[config.mk]
export PLATFORM = sky130hd
export DESIGN_NAME = lp5_wclk_seq
export DESIGN_NICKNAME = d
export VERILOG_FILES = /design/src/rtl/lp5_wclk_pkg.sv /design/src/rtl/lp5_wclk_tsel.sv /design/src/rtl/lp5_wclk_fsm.sv /design/src/rtl/lp5_wclk_word.sv /design/src/rtl/lp5_wclk_seq.sv
export SDC_FILE = /design/constraint.sdc
export NUM_CORES = 1
export LEC_CHECK = 0
export ABC_CLOCK_PERIOD_IN_PS = 4300
export BUFFER_PORTS_ARGS = -buffer_cell sky130_fd_sc_hd__buf_2
export CORE_ASPECT_RATIO = 0.7
export CORE_MARGIN = 5
export CORE_UTILIZATION = 55
export CTS_CLUSTER_SIZE = 28
export DETAILED_ROUTE_END_ITERATION = 10
export GPL_ROUTABILITY_DRIVEN = 0
export GPL_TIMING_DRIVEN = 0
export MAX_ROUTING_LAYER = met4
export PLACE_DENSITY = 0.89
export SETUP_SLACK_MARGIN = 0.3
export SLEW_MARGIN = 30
export SYNTH_ARGS = -nofsm -noshare
export SYNTH_HDL_FRONTEND = slang
export SYNTH_SLANG_ARGS = --single-unit
[constraint.sdc]
create_clock -name clk -period 4.3 [get_ports clk]
set_clock_uncertainty 0.15 [all_clocks]
set_input_delay 0.86 -clock clk [delete_from_list [all_inputs] [get_ports clk]]
set_output_delay 0.86 -clock clk [all_outputs]
set_load 0.02 [all_outputs]
[src/rtl/lp5_wclk_pkg.sv]
package lp5_wclk_pkg;
  localparam int WORD_W = 8;

  typedef enum logic [2:0] {
    PH_IDLE  = 3'd0,
    PH_LOW   = 3'd1,
    PH_PRE   = 3'd2,
    PH_BURST = 3'd3,
    PH_POST  = 3'd4,
    PH_LVLO  = 3'd5,
    PH_LVTG  = 3'd6
  } wclk_phase_e;

  // Sample words, MSB transmitted first.
  localparam logic [WORD_W-1:0] W_ZERO   = 8'h00;
  localparam logic [WORD_W-1:0] W_TOG2   = 8'h0A;
  localparam logic [WORD_W-1:0] W_TOG4   = 8'hAA;
  localparam logic [WORD_W-1:0] W_HALF4  = 8'hCC;
  localparam logic [WORD_W-1:0] W_POST2L = 8'h08;
  localparam logic [WORD_W-1:0] W_POST4  = 8'hA8;
endpackage

[src/rtl/lp5_wclk_tsel.sv]
module lp5_wclk_tsel #(
  parameter int CNT_W = 4,
  localparam int CW = CNT_W + 1
) (
  input  logic             wr_start,
  input  logic [CNT_W-1:0] wr_en_lat,
  input  logic [CNT_W-1:0] wr_hold_lat,
  input  logic [CNT_W-1:0] wr_pre_len,
  input  logic [CNT_W-1:0] rd_en_lat,
  input  logic [CNT_W-1:0] rd_hold_lat,
  input  logic [CNT_W-1:0] rd_pre_len,
  output logic [CW-1:0]    sel_low,
  output logic [CNT_W-1:0] sel_pre
);
  // Write has priority over read when both start together.
  always_comb begin
    if (wr_start) begin
      sel_low = CW'(wr_en_lat) + CW'(wr_hold_lat);
      sel_pre = wr_pre_len;
    end else begin
      sel_low = CW'(rd_en_lat) + CW'(rd_hold_lat);
      sel_pre = rd_pre_len;
    end
  end
endmodule

[src/rtl/lp5_wclk_fsm.sv]
module lp5_wclk_fsm
  import lp5_wclk_pkg::*;
#(
  parameter int CNT_W       = 4,
  parameter int BURST_BEATS = 16,
  parameter int LVL_LOW     = 3,
  parameter int LVL_TOG     = 4,
  localparam int CW = CNT_W + 1
) (
  input  logic             clk,
  input  logic             rst_n,
  input  logic             ratio4,
  input  logic             start_any,
  input  logic             lvl_en,
  input  logic             lvl_strobe,
  input  logic [CW-1:0]    sel_low,
  input  logic [CNT_W-1:0] sel_pre,
  output wclk_phase_e      ph,
  output logic             r4_q,
  output logic             pfirst_q,
  output logic             last
);
  localparam logic [CW-1:0] ONE  = CW'(1);
  localparam logic [CW-1:0] BL2  = CW'(BURST_BEATS / 4);
  localparam logic [CW-1:0] BL4  = CW'(BURST_BEATS / 8);
  localparam logic [CW-1:0] LVLO = CW'(LVL_LOW);
  localparam logic [CW-1:0] LVTG = CW'(LVL_TOG);

  wclk_phase_e      ph_n;
  logic [CW-1:0]    cnt, cnt_n;
  logic [CNT_W-1:0] pre_q, pre_n;
  logic             r4_n, extra_q, extra_n, pfirst_n;
  logic             go;
  logic [CW-1:0]    blen_cur, blen_new, plen_cur;

  assign go       = start_any & ~lvl_en;
  assign blen_cur = r4_q ? BL4 : BL2;
  assign blen_new = ratio4 ? BL4 : BL2;
  assign plen_cur = r4_q ? ONE : CW'(2);
  assign last     = (cnt == '0);

  always_comb begin
    ph_n     = ph;
    cnt_n    = cnt;
    r4_n     = r4_q;
    pre_n    = pre_q;
    extra_n  = extra_q;
    pfirst_n = 1'b0;
    unique case (ph)
      PH_IDLE: begin
        if (lvl_en && lvl_strobe) begin
          ph_n  = PH_LVLO;
          cnt_n = LVLO - ONE;
          r4_n  = ratio4;
        end else if (go) begin
          r4_n    = ratio4;
          pre_n   = sel_pre;
          extra_n = 1'b0;
          if (sel_low != '0) begin
            ph_n  = PH_LOW;
            cnt_n = sel_low - ONE;
          end else if (sel_pre != '0) begin
            ph_n     = PH_PRE;
            cnt_n    = CW'(sel_pre) - ONE;
            pfirst_n = 1'b1;
          end else begin
            ph_n  = PH_BURST;
            cnt_n = blen_new - ONE;
          end
        end
      end
      PH_LOW: begin
        if (go) extra_n = 1'b1;
        if (!last) cnt_n = cnt - ONE;
        else if (pre_q != '0) begin
          ph_n     = PH_PRE;
          cnt_n    = CW'(pre_q) - ONE;
          pfirst_n = 1'b1;
        end else begin
          ph_n  = PH_BURST;
          cnt_n = blen_cur - ONE;
        end
      end
      PH_PRE: begin
        if (go) extra_n = 1'b1;
        if (!last) cnt_n = cnt - ONE;
        else begin
          ph_n  = PH_BURST;
          cnt_n = blen_cur - ONE;
        end
      end
      PH_BURST: begin
        if (go) cnt_n = blen_cur - ONE;
        else if (!last) cnt_n = cnt - ONE;
        else if (extra_q) begin
          cnt_n   = blen_cur - ONE;
          extra_n = 1'b0;
        end else begin
          ph_n  = PH_POST;
          cnt_n = plen_cur - ONE;
        end
      end
      PH_POST: begin
        if (go) begin
          ph_n  = PH_BURST;
          cnt_n = blen_cur - ONE;
        end else if (!last) cnt_n = cnt - ONE;
        else ph_n = PH_IDLE;
      end
      PH_LVLO: begin
        if (!last) cnt_n = cnt - ONE;
        else begin
          ph_n  = PH_LVTG;
          cnt_n = LVTG - ONE;
        end
      end
      PH_LVTG: begin
        if (!last) cnt_n = cnt - ONE;
        else ph_n = PH_IDLE;
      end
      default: ph_n = PH_IDLE;
    endcase
  end

  always_ff @(posedge clk) begin
    if (!rst_n) begin
      ph       <= PH_IDLE;
      cnt      <= '0;
      r4_q     <= 1'b0;
      pre_q    <= '0;
      extra_q  <= 1'b0;
      pfirst_q <= 1'b0;
    end else begin
      ph       <= ph_n;
      cnt      <= cnt_n;
      r4_q     <= r4_n;
      pre_q    <= pre_n;
      extra_q  <= extra_n;
      pfirst_q <= pfirst_n;
    end
  end

  // a start during the burst reloads the full burst count
  a_r8_burst_reload: assert property (@(posedge clk) disable iff (!rst_n)
    (ph == PH_BURST && go) |=> (ph == PH_BURST && cnt == blen_cur - ONE));
  // an accepted strobe enters the training low phase
  a_r9_lvl_entry: assert property (@(posedge clk) disable iff (!rst_n)
    (ph == PH_IDLE && lvl_en && lvl_strobe) |=> (ph == PH_LVLO));
  // no normal sequence starts while training is enabled
  a_r9_no_start_in_lvl: assert property (@(posedge clk) disable iff (!rst_n)
    (ph == PH_IDLE && lvl_en) |=> (ph == PH_IDLE || ph == PH_LVLO));
  // the captured ratio holds while a sequence runs
  a_r10_ratio_held: assert property (@(posedge clk) disable iff (!rst_n)
    (ph != PH_IDLE) |=> $stable(r4_q));
  // the last postamble word is followed by idle unless retriggered
  a_r5_post_end: assert property (@(posedge clk) disable iff (!rst_n)
    (ph == PH_POST && last && !go) |=> (ph == PH_IDLE));
  // burst counter never exceeds one burst length
  a_r8_burst_bound: assert property (@(posedge clk) disable iff (!rst_n)
    (ph == PH_BURST) |-> (cnt < blen_cur));
endmodule

[src/rtl/lp5_wclk_word.sv]
module lp5_wclk_word
  import lp5_wclk_pkg::*;
(
  input  logic              clk,
  input  logic              rst_n,
  input  wclk_phase_e       ph,
  input  logic              r4,
  input  logic              pfirst,
  input  logic              last,
  output logic [WORD_W-1:0] word
);
  logic [WORD_W-1:0] tog;
  assign tog = r4 ? W_TOG4 : W_TOG2;

  always_comb begin
    unique case (ph)
      PH_PRE:            word = (r4 && pfirst) ? W_HALF4 : tog;
      PH_BURST, PH_LVTG: word = tog;
      PH_POST:           word = r4 ? W_POST4 : (last ? W_POST2L : W_TOG2);
      default:           word = W_ZERO;
    endcase
  end

  // quiet output while no sequence is active
  a_r1_idle_quiet: assert property (@(posedge clk) disable iff (!rst_n)
    (ph == PH_IDLE || ph == PH_LOW || ph == PH_LVLO) |-> (word == W_ZERO));
  // upper bits are unused at 2:1
  a_r2_upper_clear: assert property (@(posedge clk) disable iff (!rst_n)
    (!r4) |-> (word[7:4] == 4'h0));
endmodule

[src/rtl/lp5_wclk_seq.sv]
module lp5_wclk_seq
  import lp5_wclk_pkg::*;
#(
  parameter int CNT_W       = 4,
  parameter int BURST_BEATS = 16,
  parameter int LVL_LOW     = 3,
  parameter int LVL_TOG     = 4
) (
  input  logic              clk,
  input  logic              rst_n,
  input  logic              ratio4,
  input  logic              wr_start,
  input  logic              rd_start,
  input  logic [CNT_W-1:0]  wr_en_lat,
  input  logic [CNT_W-1:0]  wr_hold_lat,
  input  logic [CNT_W-1:0]  wr_pre_len,
  input  logic [CNT_W-1:0]  rd_en_lat,
  input  logic [CNT_W-1:0]  rd_hold_lat,
  input  logic [CNT_W-1:0]  rd_pre_len,
  input  logic              lvl_en,
  input  logic              lvl_strobe,
  output logic [WORD_W-1:0] wclk_word
);
  localparam int CW = CNT_W + 1;

  logic [CW-1:0]    sel_low;
  logic [CNT_W-1:0] sel_pre;
  wclk_phase_e      ph;
  logic             r4_q, pfirst_q, last;

  lp5_wclk_tsel #(.CNT_W(CNT_W)) u_tsel (
    .wr_start   (wr_start),
    .wr_en_lat  (wr_en_lat),
    .wr_hold_lat(wr_hold_lat),
    .wr_pre_len (wr_pre_len),
    .rd_en_lat  (rd_en_lat),
    .rd_hold_lat(rd_hold_lat),
    .rd_pre_len (rd_pre_len),
    .sel_low    (sel_low),
    .sel_pre    (sel_pre)
  );

  lp5_wclk_fsm #(
    .CNT_W(CNT_W), .BURST_BEATS(BURST_BEATS),
    .LVL_LOW(LVL_LOW), .LVL_TOG(LVL_TOG)
  ) u_fsm (
    .clk       (clk),
    .rst_n     (rst_n),
    .ratio4    (ratio4),
    .start_any (wr_start | rd_start),
    .lvl_en    (lvl_en),
    .lvl_strobe(lvl_strobe),
    .sel_low   (sel_low),
    .sel_pre   (sel_pre),
    .ph        (ph),
    .r4_q      (r4_q),
    .pfirst_q  (pfirst_q),
    .last      (last)
  );

  lp5_wclk_word u_word (
    .clk   (clk),
    .rst_n (rst_n),
    .ph    (ph),
    .r4    (r4_q),
    .pfirst(pfirst_q),
    .last  (last),
    .word  (wclk_word)
  );
endmodule

# After elaboration in Yosys (flattened, before gate mapping)
# Cells that the tools add are included.
# Widths: inputs -> output; s select.
[op_classes]
mux = 53
bitwise_logic = 4
n_eq_ne = 16
n_reduce_logical = 17
n_addsub = 9
[ops]
columns = ["cell", "n"]
rows = [
  ["$mux 5", 14],
  ["$mux 3", 13],
  ["$pmux 5 s7", 1],
  ["$sub 5x1->5 const B", 5],
  ["$mux 8", 3],
  ["$pmux 8 s3", 1],
  ["$pmux 3 s7", 1],
  ["$mux 1", 15],
  ["$ne 2x1->1 const B", 6],
  ["$add 4x4->5", 2],
  ["$sub 4x1->5 const B", 2],
  ["$eq 3x3->1 const B", 3],
  ["$reduce_bool 4->1", 2],
  ["$reduce_and 7->1", 1],
  ["$reduce_bool 7->1", 1],
  ["$eq 3x2->1 const B", 2],
  ["$ne 2x2->1 const B", 3],
  ["$reduce_and 6->1", 1],
  ["$logic_not 5->1", 1],
  ["$reduce_bool 5->1", 1],
  ["$mux 2", 2],
  ["$mux 4", 1],
  ["$reduce_and 2->1", 2],
  ["$reduce_or 2->1", 2],
  ["12 further kinds", 14],
]
[word_totals]
wordCells = 105
input_bits = 31
register_bits = 15
out_inout_bits = 8

# Logic depth before layout (Yosys ltp)
[depth]
ltp_word = 7
depth_mapped = 14

# Modules after synthesis
# A second synthesis with hierarchy kept.
[hier_totals]
hier_cells = 246
area_unflattened_um2 = 1899.3
[by_module_without_submodules]
columns = ["module", "area_each_um2", "cells_each", "instances"]
rows = [
  ["lp5_wclk_fsm", 1408.9, 182, 1],
  ["lp5_wclk_tsel", 385.4, 46, 1],
  ["lp5_wclk_word", 98.8, 17, 1],
  ["lp5_wclk_seq", 6.3, 1, 1],
]

# Least setup slack after synthesis
# Ideal clock, no wire load.
[synth_path]
kind = "input port to flip-flop"
start = "input port wr_en_lat[0]"
end = "register u_fsm.cnt[4]"
arrival_time_ns = 3.053
path_stages = 13
path_buffers = 0
setup_time_ns = 0.116
setup_slack_ns = 0.980
path_cell_list = "ha_1 > inv_1 > fa_1 > nor2b_1 > o21ai_0 > a22oi_1 > or3_1 > a2bb2oi_1 > ha_1 > nand2_1 > o21ai_0 > o31ai_1 > a31o_2"
[synth_between]
elab_chain_len = 7
elab_cells_between_ends = 8
classes_between = "add/sub (2); mux (5); reduce/logical (1)"
[synth_lines]
columns = ["element", "line_no", "rtl"]
rows = [
  ["from (decl)", "lp5_wclk_seq.sv:14", "input logic [CNT_W-1:0] wr_en_lat,"],
  ["$add 4x4->5 (*)", "lp5_wclk_tsel.sv:18", "sel_low = CW'(wr_en_lat) + CW'(wr_hold_lat);"],
  ["$mux 5 (*)", "lp5_wclk_tsel.sv:17", "if (wr_start) begin"],
  ["$sub 5x1->5 or $reduce_bool 5->1 (tied branches)", "lp5_wclk_fsm.sv:61, lp5_wclk_fsm.sv:59", ""],
  ["$mux 5 (*)", "lp5_wclk_fsm.sv:59", "if (sel_low != '0) begin"],
  ["$mux 5 (*)", "lp5_wclk_fsm.sv:55", "end else if (go) begin"],
  ["$mux 5 (*)", "lp5_wclk_fsm.sv:51", "if (lvl_en && lvl_strobe) begin"],
  ["$pmux 5 s7 (*)", "lp5_wclk_fsm.sv:49", "unique case (ph)"],
  ["to (signal assigned)", "lp5_wclk_fsm.sv:135", "cnt <= cnt_n;"],
  ["to (decl)", "lp5_wclk_fsm.sv:30", "logic [CW-1:0] cnt, cnt_n;"],
]
# Mark *: on every way between the ends. The rest lies on a longest branch, timed or not. The select of a mux whose other input is x is not followed.
# A chain may end at the register's enable or synchronous reset.

# Final worst setup path
# Ends and elaborated chain as after synthesis.

==> results.py <==
metrics = {
    "power": {
        "swShare_pct": 51.86,
        "clockPowerShare_pct": 11.2,
        "power_switching_uw": 562.5,
        "p_per_area_nw_per_um2": 495.7,
        "p_int_uw": 522.3,
        "peakVddDrop_uv": 401.4,
        "p_leak_uw": 0.0009040,
        "power_frac_seq_pct": 21.3,
        "pwr-share-comb_pct": 67.6,
    },
    "cts": {
        "cts_buffer_depth": 2,
        "clockRootBuffer": "clkbuf_8",
        "post-cts-setup-buffers": 0,
        "cts_buffers": 3,
        "cts_tree": "yes",
        "cts_resized": 0,
        "cts_hold_buf": 0,
        "cts.sinks": 15,
        "htree_levels": 1,
        "clkSlewWorstSetupHoldPaths_ps": 70,
        "clock_latency_ps": 260,
    },
    "layout": {
        "diodes": 0,
        "drive_above_1_share_pct": 21.45,
        "syn_to_final_growth_pct": 15.22,
        "instances_no_fill": 350,
        "final_cell_mix": "36 x buf_2, 29 x o21ai_0, 24 x nor2_1",
        "fillers": 296,
        "final_common_cell": "buf_2",
        "fin_area_um2": 2188,
        "nets": 349,
    },
    "run": {
        "drv_cap": 0,
    },
    "placement": {
        "dpl-instance-area_um2": 2142,
        "port_buffers": 36,
        "dp_hpwl_mm": 4.391,
        "dp_slack_ps": 617.1,
        "dp_cells": 346,
    },
    "drt": {
        "highest_layer": "met4",
        "met3_length_um": 766,
        "routed_via_density": 6.383,
        "dr.first_iter.drc_count": 500,
        "ant_nets": 0,
        "wl_met1_mm": 2.394,
        "wl_per_cell_um": 16.12,
        "vias": 2234,
        "totalWireLength_mm": 5.642,
        "wl_met2_mm": 2.333,
        "dr.pass1.iters": 7,
        "drc": 0,
    },
    "synthesis": {
        "synth_edf_count": 0,
        "postSynthAreaPerCell_um2": 7.249,
        "ys_seq_area_share_pct": 15.81,
        "ys_ff_latch": 15,
        "syn_inst": 262,
        "synth_area_um2": 1899,
        "synth_area_leader_cell": "dfxtp_1",
        "synth.distinct_cells": 65,
        "yosys_warnings": 0,
        "ys_async_sr_fraction_pct": 0,
        "synthTopCellsByArea": "dfxtp_1 16%, ha_1 7.9%, o21ai_0 7.6%",
        "ys.flop_type": "dfxtp_1",
        "synth.top_cell.area_share_pct": 15.81,
    },
    "sta": {
        "drv_slew": 0,
        "hold_violations": 0,
        "period_minus_slack_ps": 3437,
        "setup_viol": 0,
        "maxSlewHeadroom_pct": 58.96,
        "post-route-period-util_pct": 79.93,
        "worst_slew_pin_slew_ps": 600.1,
        "holdWs_ps": 368.7,
        "rsz0062_at_grt": "false",
        "finalWorstSetupSlack_ps": 863.1,
        "fmax_ghz": 0.2910,
        "tns_ps": 0,
    },
    "floorplan": {
        "chipWidth_um": 80.24,
        "die_y_um": 59.17,
        "start_util_pct": 58.75,
        "die-area_um2": 4747,
        "ioPinCount": 39,
        "rows": 17,
        "core-area_um2": 3233,
    },
    "worst_hold_path": {
        "hold_path_class": "reg -> reg",
    },
    "setup_path": {
        "path_max_fanout": 4,
        "critPathArrivalTime_ps": 3450,
        "end_kind": "register",
        "crit_type": "in -> reg",
        "start_kind": "primary input",
        "worstPathRequired_ps": 4310,
    },
    "global_routing": {
        "grt_max_degree": 11,
        "grt_pass1_vias": 1968,
        "antenna_found_initial": 0,
        "grt_pass1_wl_mm": 9.239,
        "grt_use_total_pct": 25.23,
        "grt-ovfl-total": 0,
    },
    "outcome": {
        "status": "finished clean",
    },
}
==> area by class of cell <==
class	instances	area, um^2	area share, %
clock buffers	3	41.29	1.887
inverters	17	63.81	2.916
well taps	47	58.81	2.687
multi-input cells	216	1455	66.50
flip-flops and latches	15	300.3	13.72
clock inverters	1	5.005	0.2287
plain buffers	15	83.83	3.831
repair buffers	36	180.2	8.233
==> flip-flops by register name (all words and copies together) (netlist names) <==
name	count
u_fsm.extra_q	1
u_fsm.pre_q	4
u_fsm.cnt	5
u_fsm.pfirst_q	1
u_fsm.r4_q	1
u_fsm.ph	3
==> synth_stat cells, types with 3 or more instances <==
master / n
a21oi_1: 20
and2_1: 4
a211oi_1: 4
nor2_1: 24
nand3_1: 5
xnor2_1: 3
nor3b_1: 4
mux2i_1: 7
o31ai_1: 4
nor3_1: 8
nor2b_1: 6
inv_1: 15
a31oi_1: 3
nand3b_1: 3
o311ai_0: 3
buf_4: 3
o21ai_0: 29
nand2b_1: 3
o211ai_1: 4
dfxtp_1: 15
ha_1: 12
clkbuf_1: 9
o22ai_1: 3
mux2_2: 3
nand2_1: 21
==> path summary, 6_finish.rpt <==
| kind | start | to | slack, ps | cells past startpoint |
|---|---|---|---|---|
| worst min register to register | u_fsm.pre_q[0] | u_fsm.pre_q[0] | 370 | 2 |
| worst max register to register | u_fsm.cnt[0] | u_fsm.cnt[0] | 1560 | 10 |
| worst max-delay path | wr_en_lat[0] | u_fsm.cnt[4] | 860 | 14 |
| worst min-delay path | u_fsm.pre_q[0] | u_fsm.pre_q[0] | 370 | 2 |
==> worst max-delay path, stage by stage <==
cell	delay (ps)
buf_2	80
ha_1	160
inv_1	50
fa_1	390
nor2b_1	120
o21ai_0	120
a22oi_1	450
or3_1	220
a2bb2oi_1	200
ha_1	210
nand2_1	80
o21ai_0	160
o31ai_1	90
a31o_2	240
==> kinds of logic after synthesis <==
kind of cell	share of synthesized area, %
AND/OR/NAND/NOR	27.93
AO/OA/AOI/OAI	30.96
buffers and inverters	7.772
flip-flops	15.81
adder cells (fa/ha/maj)	10.01
multiplexers	5.468
XOR/XNOR	1.845
other	0.1974
==> per-layer routing <==
| metal | vias to the layer above | global-route usage (%) |
|---|---|---|
| li1 | 1047 | - |
| met1 | 997 | 35.49 |
| met2 | 158 | 35.73 |
| met3 | 32 | 7.751 |
| met4 | 0 | 4.337 |
| met5 | - | - |
==> power groups by stage <==
stage / combinational (uW) / sequential, uW / clock (uW)
CTS: 705 / 227 / 121
finish: 733 / 231 / 121
global placement: 675 / 227 / 0
detailed placement: 697 / 230 / 0
global route: 804 / 235 / 130
floorplan: 535 / 214 / 0
==> metrics by stage <==
stage	total power (uW)	utilization [%]
6_report	1085	67.69
5_1_grt	1169	67.69
4_1_cts	1053	67.69
3_5_place_dp	926.2	66.25
3_3_place_gp	902.4	66.25
2_1_floorplan	748.8	-
(Power assumes the default switching activity.)
